==> config.mk <==
export PLATFORM = sky130hd
export DESIGN_NAME = nvm_wait_seq
export DESIGN_NICKNAME = d
export VERILOG_FILES = /design/src/rtl/nvmw_pkg.sv /design/src/rtl/nvmw_byte_sel.sv /design/src/rtl/nvmw_retry_ctr.sv /design/src/rtl/nvmw_ctrl.sv /design/src/rtl/nvm_wait_seq.sv
export SDC_FILE = /design/constraint.sdc
export NUM_CORES = 1
export LEC_CHECK = 0
export BUFFER_PORTS_ARGS = -buffer_cell sky130_fd_sc_hd__buf_2
export CAP_MARGIN = 20
export CORE_AREA = 3 3 63 65
export DETAILED_ROUTE_END_ITERATION = 6
export DIE_AREA = 0 0 66 68
export PLACE_DENSITY = 0.46
export REMOVE_ABC_BUFFERS = 1
export SLEW_MARGIN = 40
export SYNTH_ARGS = -nofsm -noshare
export SYNTH_HDL_FRONTEND = slang
export SYNTH_HIERARCHICAL = 1
export SYNTH_SLANG_ARGS = --single-unit
==> constraint.sdc <==
create_clock -name clk -period 5.1 [get_ports clk]
set_input_delay 0.255 -clock clk [delete_from_list [all_inputs] [get_ports clk]]
set_output_delay 0.255 -clock clk [all_outputs]
set_load 0.05 [all_outputs]
==> src/rtl/nvmw_pkg.sv <==
package nvmw_pkg;
  typedef enum logic [1:0] {
    ST_IDLE = 2'd0,
    ST_SEND = 2'd1,
    ST_RECV = 2'd2
  } nvmw_state_t;

  typedef enum logic {
    POLL_ACCESS = 1'b0,
    POLL_IDLE   = 1'b1
  } nvmw_poll_t;

  localparam int unsigned ADDR_BYTES = 4;
  localparam int unsigned SEQ_BYTES  = ADDR_BYTES + 1;
endpackage

==> src/rtl/nvmw_byte_sel.sv <==
module nvmw_byte_sel
  import nvmw_pkg::*;
#(
  parameter logic [7:0]  CMD_CSLOAD = 8'h80,
  parameter logic [3:0]  CS_INDEX   = 4'h0,
  parameter logic [7:0]  CMD_DSLOAD = 8'h00,
  parameter logic [1:0]  SIZE_CODE  = 2'd0,
  parameter logic [31:0] DATA_BASE  = 32'h0100_0000,
  parameter logic [31:0] STAT_OFS   = 32'h0000_01CF
) (
  input  nvmw_poll_t  mode,
  input  logic [2:0]  idx,
  output logic [7:0]  byte_out
);
  localparam logic [31:0] POLL_ADDR = DATA_BASE | STAT_OFS;
  localparam logic [7:0]  CS_BYTE   = CMD_CSLOAD | {4'h0, CS_INDEX};
  localparam logic [7:0]  DS_BYTE   = CMD_DSLOAD | {4'h0, SIZE_CODE, 2'b00};

  logic [7:0] seq [SEQ_BYTES];

  assign seq[0] = DS_BYTE;
  for (genvar g = 0; g < ADDR_BYTES; g++) begin : g_addr
    assign seq[g+1] = POLL_ADDR[8*g +: 8];
  end

  always_comb begin
    if (mode == POLL_ACCESS) begin
      byte_out = CS_BYTE;
    end else if (idx < 3'(SEQ_BYTES)) begin
      byte_out = seq[idx];
    end else begin
      byte_out = 8'h00;
    end
  end
endmodule

==> src/rtl/nvmw_retry_ctr.sv <==
module nvmw_retry_ctr #(
  parameter int unsigned MAX_TRIES = 255
) (
  input  logic clk,
  input  logic rst_n,
  input  logic clr,
  input  logic inc,
  output logic last
);
  localparam int unsigned CW = $clog2(MAX_TRIES + 1);

  logic [CW-1:0] cnt;

  always_ff @(posedge clk) begin
    if (!rst_n || clr) begin
      cnt <= '0;
    end else if (inc) begin
      cnt <= cnt + 1'b1;
    end
  end

  assign last = (cnt == CW'(MAX_TRIES - 1));
endmodule

==> src/rtl/nvmw_ctrl.sv <==
module nvmw_ctrl
  import nvmw_pkg::*;
#(
  parameter int unsigned EN_BIT   = 1,
  parameter int unsigned BUSY_BIT = 7
) (
  input  logic        clk,
  input  logic        rst_n,
  input  logic        start,
  input  logic        poll_sel,
  input  logic        tx_ready,
  input  logic        rx_valid,
  input  logic [7:0]  rx_data,
  input  logic        tries_last,
  output nvmw_poll_t  mode_q,
  output logic [2:0]  idx,
  output logic        tx_valid,
  output logic        rx_ready,
  output logic        busy,
  output logic        done,
  output logic        ok,
  output logic        cnt_clr,
  output logic        cnt_inc
);
  localparam logic [2:0] LAST_IDX = 3'(SEQ_BYTES - 1);

  nvmw_state_t st;
  logic        pass;
  logic        rx_hs;
  logic        tx_hs;

  assign tx_valid = (st == ST_SEND);
  assign rx_ready = (st == ST_RECV);
  assign busy     = (st != ST_IDLE);
  assign tx_hs    = tx_valid && tx_ready;
  assign rx_hs    = rx_ready && rx_valid;
  assign pass     = (mode_q == POLL_ACCESS) ? rx_data[EN_BIT] : !rx_data[BUSY_BIT];
  assign cnt_clr  = (st == ST_IDLE) && start;
  assign cnt_inc  = rx_hs && (mode_q == POLL_ACCESS) && !pass;

  always_ff @(posedge clk) begin
    if (!rst_n) begin
      st     <= ST_IDLE;
      mode_q <= POLL_ACCESS;
      idx    <= '0;
      done   <= 1'b0;
      ok     <= 1'b0;
    end else begin
      done <= 1'b0;
      unique case (st)
        ST_IDLE: begin
          if (start) begin
            mode_q <= nvmw_poll_t'(poll_sel);
            idx    <= '0;
            st     <= ST_SEND;
          end
        end
        ST_SEND: begin
          if (tx_hs) begin
            if (mode_q == POLL_ACCESS || idx == LAST_IDX) begin
              st <= ST_RECV;
            end else begin
              idx <= idx + 1'b1;
            end
          end
        end
        ST_RECV: begin
          if (rx_hs) begin
            if (pass) begin
              st   <= ST_IDLE;
              done <= 1'b1;
              ok   <= 1'b1;
            end else if (mode_q == POLL_ACCESS && tries_last) begin
              st   <= ST_IDLE;
              done <= 1'b1;
              ok   <= 1'b0;
            end else begin
              idx <= '0;
              st  <= ST_SEND;
            end
          end
        end
        default: st <= ST_IDLE;
      endcase
    end
  end
endmodule

==> src/rtl/nvm_wait_seq.sv <==
module nvm_wait_seq
  import nvmw_pkg::*;
#(
  parameter logic [7:0]  CMD_CSLOAD = 8'h80,
  parameter logic [3:0]  CS_INDEX   = 4'h0,
  parameter int unsigned EN_BIT     = 1,
  parameter int unsigned MAX_TRIES  = 255,
  parameter logic [7:0]  CMD_DSLOAD = 8'h00,
  parameter logic [1:0]  SIZE_CODE  = 2'd0,
  parameter logic [31:0] DATA_BASE  = 32'h0100_0000,
  parameter logic [31:0] STAT_OFS   = 32'h0000_01CF,
  parameter int unsigned BUSY_BIT   = 7
) (
  input  logic       clk,
  input  logic       rst_n,
  input  logic       start,
  input  logic       poll_sel,
  output logic       busy,
  output logic       done,
  output logic       ok,
  output logic [7:0] tx_data,
  output logic       tx_valid,
  input  logic       tx_ready,
  input  logic [7:0] rx_data,
  input  logic       rx_valid,
  output logic       rx_ready
);
  nvmw_poll_t mode_q;
  logic [2:0] idx;
  logic       tries_last;
  logic       cnt_clr;
  logic       cnt_inc;

  nvmw_ctrl #(
    .EN_BIT   (EN_BIT),
    .BUSY_BIT (BUSY_BIT)
  ) u_ctrl (
    .clk        (clk),
    .rst_n      (rst_n),
    .start      (start),
    .poll_sel   (poll_sel),
    .tx_ready   (tx_ready),
    .rx_valid   (rx_valid),
    .rx_data    (rx_data),
    .tries_last (tries_last),
    .mode_q     (mode_q),
    .idx        (idx),
    .tx_valid   (tx_valid),
    .rx_ready   (rx_ready),
    .busy       (busy),
    .done       (done),
    .ok         (ok),
    .cnt_clr    (cnt_clr),
    .cnt_inc    (cnt_inc)
  );

  nvmw_retry_ctr #(
    .MAX_TRIES (MAX_TRIES)
  ) u_retry (
    .clk   (clk),
    .rst_n (rst_n),
    .clr   (cnt_clr),
    .inc   (cnt_inc),
    .last  (tries_last)
  );

  nvmw_byte_sel #(
    .CMD_CSLOAD (CMD_CSLOAD),
    .CS_INDEX   (CS_INDEX),
    .CMD_DSLOAD (CMD_DSLOAD),
    .SIZE_CODE  (SIZE_CODE),
    .DATA_BASE  (DATA_BASE),
    .STAT_OFS   (STAT_OFS)
  ) u_bytes (
    .mode     (mode_q),
    .idx      (idx),
    .byte_out (tx_data)
  );
endmodule

# Word level (Yosys, flattened, before mapping)
# Memory sizes are Yosys's and may differ from the RTL's.
# Index checks and enable logic that the tools add are counted.
[totals] rom_bits=64 register_bits=16 memories=1 output_inout_bits=13
[mem_list] name="(no name shown)" depth=8 word_bits=8 rd=1 rd_ports_with_merged_regs=0 write_ports=0 line_no="nvmw_byte_sel.sv:30" text="byte_out = seq[idx];"
[classes] n_bitwise=2 n_eq_ne=11 muxes=23 n_reduce_logical=20 n_lt_le_gt_ge=2 n_addsub=2
[ops] op="two-way mux 8 bit" n=4
[ops] op="two-way mux 3 bit" n=6
[ops] op="!= test 2 bit (second input constant)" n=7
[ops] op="two-way mux 2 bit" n=5
[ops] op="case mux 3 bit (3 select lines)" n=1
[ops] op="adder 8 x 1 -> 8 bit (second input constant)" n=1
[ops] op="== test 8 bit (second input constant)" n=1
[ops] op="AND reduction 7 bit" n=1
[ops] op="logical AND 1 bit" n=6
[ops] op="two-way mux 1 bit" n=6
[ops] op="case mux 2 bit (3 select lines)" n=1
[ops] op="AND reduction 3 bit" n=2
[ops] op=">= comparator 4 bit (second input constant)" n=1
[ops] op="inverter 3 -> 4 bit" n=1
[ops] op="AND reduction 4 bit" n=1
[ops] op="nonzero test 2 bit" n=2
[ops] op="adder 3 x 1 -> 3 bit (second input constant)" n=1
[ops] op="== test 3 bit (second input constant)" n=1
[ops] op="logical NOT 1 bit" n=3
[ops] op="< comparator 3 bit (second input constant)" n=1
[ops] op="nonzero test 3 bit" n=1
[ops] op="== test 2 x 1 -> 1 bit (second input constant)" n=1
[ops] op="== test 2 bit (second input constant)" n=1
[ops] op="logical NOT 2 bit" n=1
[ops] op="other kinds (3)" n=4

# Logic depth before layout (Yosys ltp)
[depth] word_depth=6 ltp_mapped=7 mapped_depth_nobuf=7

# Hierarchy
# Netlist, hierarchy kept.
[by_module_without_submodules] module="nvmw_ctrl" n_inst=1 seq_area_each_um2=160.2 cells_per_inst=53 area_each_um2=475.5
[by_module_without_submodules] module="nvmw_retry_ctr" n_inst=1 seq_area_each_um2=160.2 cells_per_inst=42 area_each_um2=365.4
[by_module_without_submodules] module="nvmw_byte_sel" n_inst=1 seq_area_each_um2=0.0 cells_per_inst=14 area_each_um2=97.6

# Worst setup path after synthesis
# OpenSTA, ideal clock, no wires.
[synth_timing] kind="register to output" start="reg u_ctrl.idx[0]" end="out tx_data[2]" path_stages_with_launch=5 t_required_ps=4845 arrival_ps=2300 slack_ps=2545 path_cell_list="dfxtp_1 ha_1 inv_1 nor3b_1 buf_4"
[synth_via] elab_chain_cells=6
[synth_rtl] item="start, declared" line_no="nvmw_ctrl.sv:16" text="output logic [2:0] idx,"
[synth_rtl] item="start signal, assigned" line_no="nvmw_ctrl.sv:63" text="idx <= idx + 1'b1;"
[synth_rtl] item="inverter 3 -> 4 bit (implied by the code)" line_no="nvmw_byte_sel.sv:30"
[synth_rtl] item="memory read (8 x 8 bit)"
[synth_rtl] item="two-way mux 8 bit (implied by the code) (2 in series)" line_no="nvmw_byte_sel.sv:30"
[synth_rtl] item="two-way mux 8 bit (*)" line_no="nvmw_byte_sel.sv:29" text="end else if (idx < 3'(SEQ_BYTES)) begin"
[synth_rtl] item="two-way mux 8 bit (*)" line_no="nvmw_byte_sel.sv:27" text="if (mode == POLL_ACCESS) begin"
[synth_rtl] item="end, declared" line_no="nvm_wait_seq.sv:21" text="output logic [7:0] tx_data,"
# Every way passes the cells marked *; elsewhere a longest branch is shown, timed or not. The select of a mux whose other input is x is not followed.

# Worst setup path in the final report
[layout_timing] start="reg u_ctrl.st[1]" end="reg u_retry.cnt[7]"
[layout_via] elab_chain_cells=4
[layout_rtl] item="start, declared" line_no="nvmw_ctrl.sv:27" text="nvmw_state_t st;"
[layout_rtl] item="start signal, assigned" line_no="nvmw_ctrl.sv:43" text="st <= ST_IDLE;"
[layout_rtl] item="start signal, assigned" line_no="nvmw_ctrl.sv:55" text="st <= ST_SEND;"
[layout_rtl] item="start signal, assigned" line_no="nvmw_ctrl.sv:61" text="st <= ST_RECV;"
[layout_rtl] item="== test 2 bit" line_no="nvmw_ctrl.sv:33" text="assign rx_ready = (st == ST_RECV);"
[layout_rtl] item="logical AND 1 bit" line_no="nvmw_ctrl.sv:36" text="assign rx_hs = rx_ready && rx_valid;"
[layout_rtl] item="logical AND 1 bit (2 in series)" line_no="nvmw_ctrl.sv:39" text="assign cnt_inc = rx_hs && (mode_q == POLL_ACCESS) && !pass;"
[layout_rtl] item="net cnt_inc" line_no="nvm_wait_seq.sv:32" text="logic cnt_inc;"
[layout_rtl] item="end signal, assigned" line_no="nvmw_retry_ctr.sv:18" text="cnt <= cnt + 1'b1;"
[layout_rtl] item="end, declared" line_no="nvmw_retry_ctr.sv:12" text="logic [CW-1:0] cnt;"
# The timed path passes the listed nets, and every way through them passes these cells.
# A chain may end at the register's enable or synchronous reset.

==> impl_results.md <==
* Outcome: finished clean
* Cell Chain, Critical Path: nor2b_1 > nor4b_1 > buf_4 > nand4_2 > or3_1 > a21oi_1
* DIE WIDTH at 66 um
* # rows at 21
* IO Count at 27
* Post-Syn Area at 938 um2
* Tcrit/Tclk final at 0.373
* Worst path depth at 6
* Layout cell share with drive strength beyond 1 at 0.240
* Hold Path Origin: poll_sel
* RSZ-0062 raised after global routing: false
* Critical Path Sink Type: flop
* Leading area contributor after synthesis: dfxtp_1
* Ant. Diodes at 0
* Largest net degree at the start of global routing at 13
* CTS Root Cell: clkbuf_4
* Vias/cell at 4.54
* H-tree depth at 1
* #FFs+latches synth at 16
* Die area at 4490 um2
* First-pass GRT wire length at 3.26 mm
* Critical path's largest stage delay at 0.49 ns
* WL final at 1.85 mm
* Mapped Cells at 109
* Power Density at 238 nW/um2
* CP Launch Type: flop
* Critical Path Source: u_ctrl/st[1]
* FF-to-FF path depth at 6
* Hold bufs inserted after CTS at 0
* Detailed Route Iter0 Violations at 22
* DRC viols at 0
* Layout Cells excl Fill at 171
* Via count at 776
* Placer congestion estimate at 0.710
* Util after Layout at 0.320
* Hpwl dp at 1.43 mm
* FFs w/ async S/R, synth at 0
* CTS tree: yes
* Post-CTS sizing at 0
* Cell variety after synth at 35
* Nets at 145
* Synth top area share at 0.341
* Tot GR Track Use at 0.0924
* Yosys warns at 6
* WP buf/inv at 1
* Clock skew at 0.00198 ns
* Area growth syn-to-layout at 15.5%
* Post-DP Area at 1050 um2
* R2R Path Start: u_ctrl/st[1]
* Worst Path Required at 5.32 ns
* Largest fanout on the critical path at 7
* First-pass DRT Iterations at 3
* Wire per inst at 10.8 um
* Clock Path Buffers at 2
* Port Buffers at 18
* Final min period at 1.90 ns
* Final Setup Violations at 0
* VDD IR max at 0.000131 V
* Max-cap check violation count at 0
* Critical path arrival at 2.12 ns
* Core Area at 3390 um2
* Largest cells by area after synthesis: dfxtp_1 (34%), ha_1 (6.7%), buf_4 (4.0%)
* Detail Route Antenna Nets at 0
* PnR worst setup slack at 3.20 ns
* Initial antenna violation count at 0
* Post-synthesis sequential area ratio at 0.341
* Hold depth at 3
* Effective utilization at floorplan at 0.277
* Max Clock Freq at 0.526 GHz
* Final hold violation count at 0
* Worst path slowest cell: dfxtp_1
* Final Max Tran Viols at 0
* Number of flops mapped to enable cells by yosys at 0
* Clk slew on worst S/H paths at 0.10 ns
* Placed Cells incl. Taps at 167
* Top_reg_cell synth: dfxtp_1
* Pre-CTS WS at 3.22 ns
* Largest delay share family, worst path: simple AND/OR/NAND/NOR gates
* Vias in the first global route at 739
* Fin area at 1080 um2
* Avg Inst Size Synth at 8.61 um2
* CP Class: flop to flop
* Die Span Y at 68 um
* CTS Sinks at 16
* Postcts setup bufs at 0
* GR Overflow Total at 0
* Pleak at 0.433 nW
* Insertion delay to the later sink of the worst-skew pair at 0.29 ns
* Hold Path Class: input pin to flop
* Total CTS buffers at 3
* Pwr Total at 0.000258 W
## cell families (layout without fill, tap and decap cells)
kind of cell,Yosys count,in the layout,share of synthesized area
AO/OA/AOI/OAI,20,20,0.168
XOR/XNOR,4,4,0.0373
adder cells (fa/ha/maj),5,5,0.0667
buffers and inverters,17,32,0.0893
flip-flops,16,16,0.341
multiplexers,4,4,0.0440
other,1,2,0.00400
AND/OR/NAND/NOR,42,42,0.249
## final timing paths
| path | end | slack, ns |
|---|---|---|
| setup / recovery | u_retry/cnt[7] | 3.20 |
| setup reg to reg | u_retry/cnt[7] | 3.20 |
| hold reg to reg | u_ctrl/ok | 0.47 |
| hold / removal | u_ctrl/mode_q | 0.21 |
## cell usage in the layout, fill, tap and decap left out, types with 4 or more instances in the layout
master   Yosys  final
buf_2        1     18
dfxtp_1     16     16
nor2_1      10     10
inv_1        9      9
nand2_1      9      9
o21ai_0      5      5
ha_1         5      5
nand3_1      4      4
a21oi_1      4      4
## metal layers
layer	track usage	vias up	part of all wire
met5	0	-	0
li1	-	403	-
met1	0.108	356	0.47
met3	0.0378	2	0.070
met2	0.158	15	0.46
met4	0.0228	0	0.0065
## where the power goes
| group | internal, W | switching, W | leakage, nW | total [W] |
|---|---|---|---|---|
| Combinational | 0.0000133 | 0.0000277 | 0.283 | 0.0000410 |
| Clock | 0.0000435 | 0.0000420 | 0.0210 | 0.0000855 |
| Sequential | 0.000127 | 0.00000441 | 0.129 | 0.000131 |
## area by class of cell
| cell class | instances | area [um2] |
|---|---|---|
| fill | 362 | 2310 |
| sequential | 16 | 320 |
| timing repair buffer | 19 | 97.6 |
| inverter | 9 | 33.8 |
| tap | 46 | 57.6 |
| multi-input combinational | 77 | 538 |
| clock buffer | 4 | 36.3 |
## tightest hold or removal path, cell delays in order
cell and delay (ns):
buf_2 0.08, mux2i_1 0.06, nor2_1 0.08
## registers in the layout, indices dropped and copies added (netlist names)
signal / count
u_ctrl/done: 1
u_ctrl/idx: 3
u_ctrl/mode_q: 1
u_ctrl/ok: 1
u_ctrl/st: 2
u_retry/cnt: 8
## Yosys cell counts (all sizes together) (2+ instances only)
cell type and n:
o32ai 3, o21ai 5, o21a 2, nand2b 2, a21oi 4, nand3 4
dfxtp 16, a211oi 2, buf 7, nor2 10, nand4 4, mux2i 3
xor2 3, inv 9, nand2 9, nor3b 3, or3 4, nor2b 3
ha 5
## per-stage QoR
stage / hold slack (ns) / TNS, ns
3_5_place_dp: 0.455 / 0
4_1_cts: 0.205 / 0
6_report: 0.211 / 0
5_1_grt: 0.204 / 0
2_1_floorplan: 0.373 / -0.212
3_3_place_gp: 0.447 / 0
(Power assumes the default switching activity.)
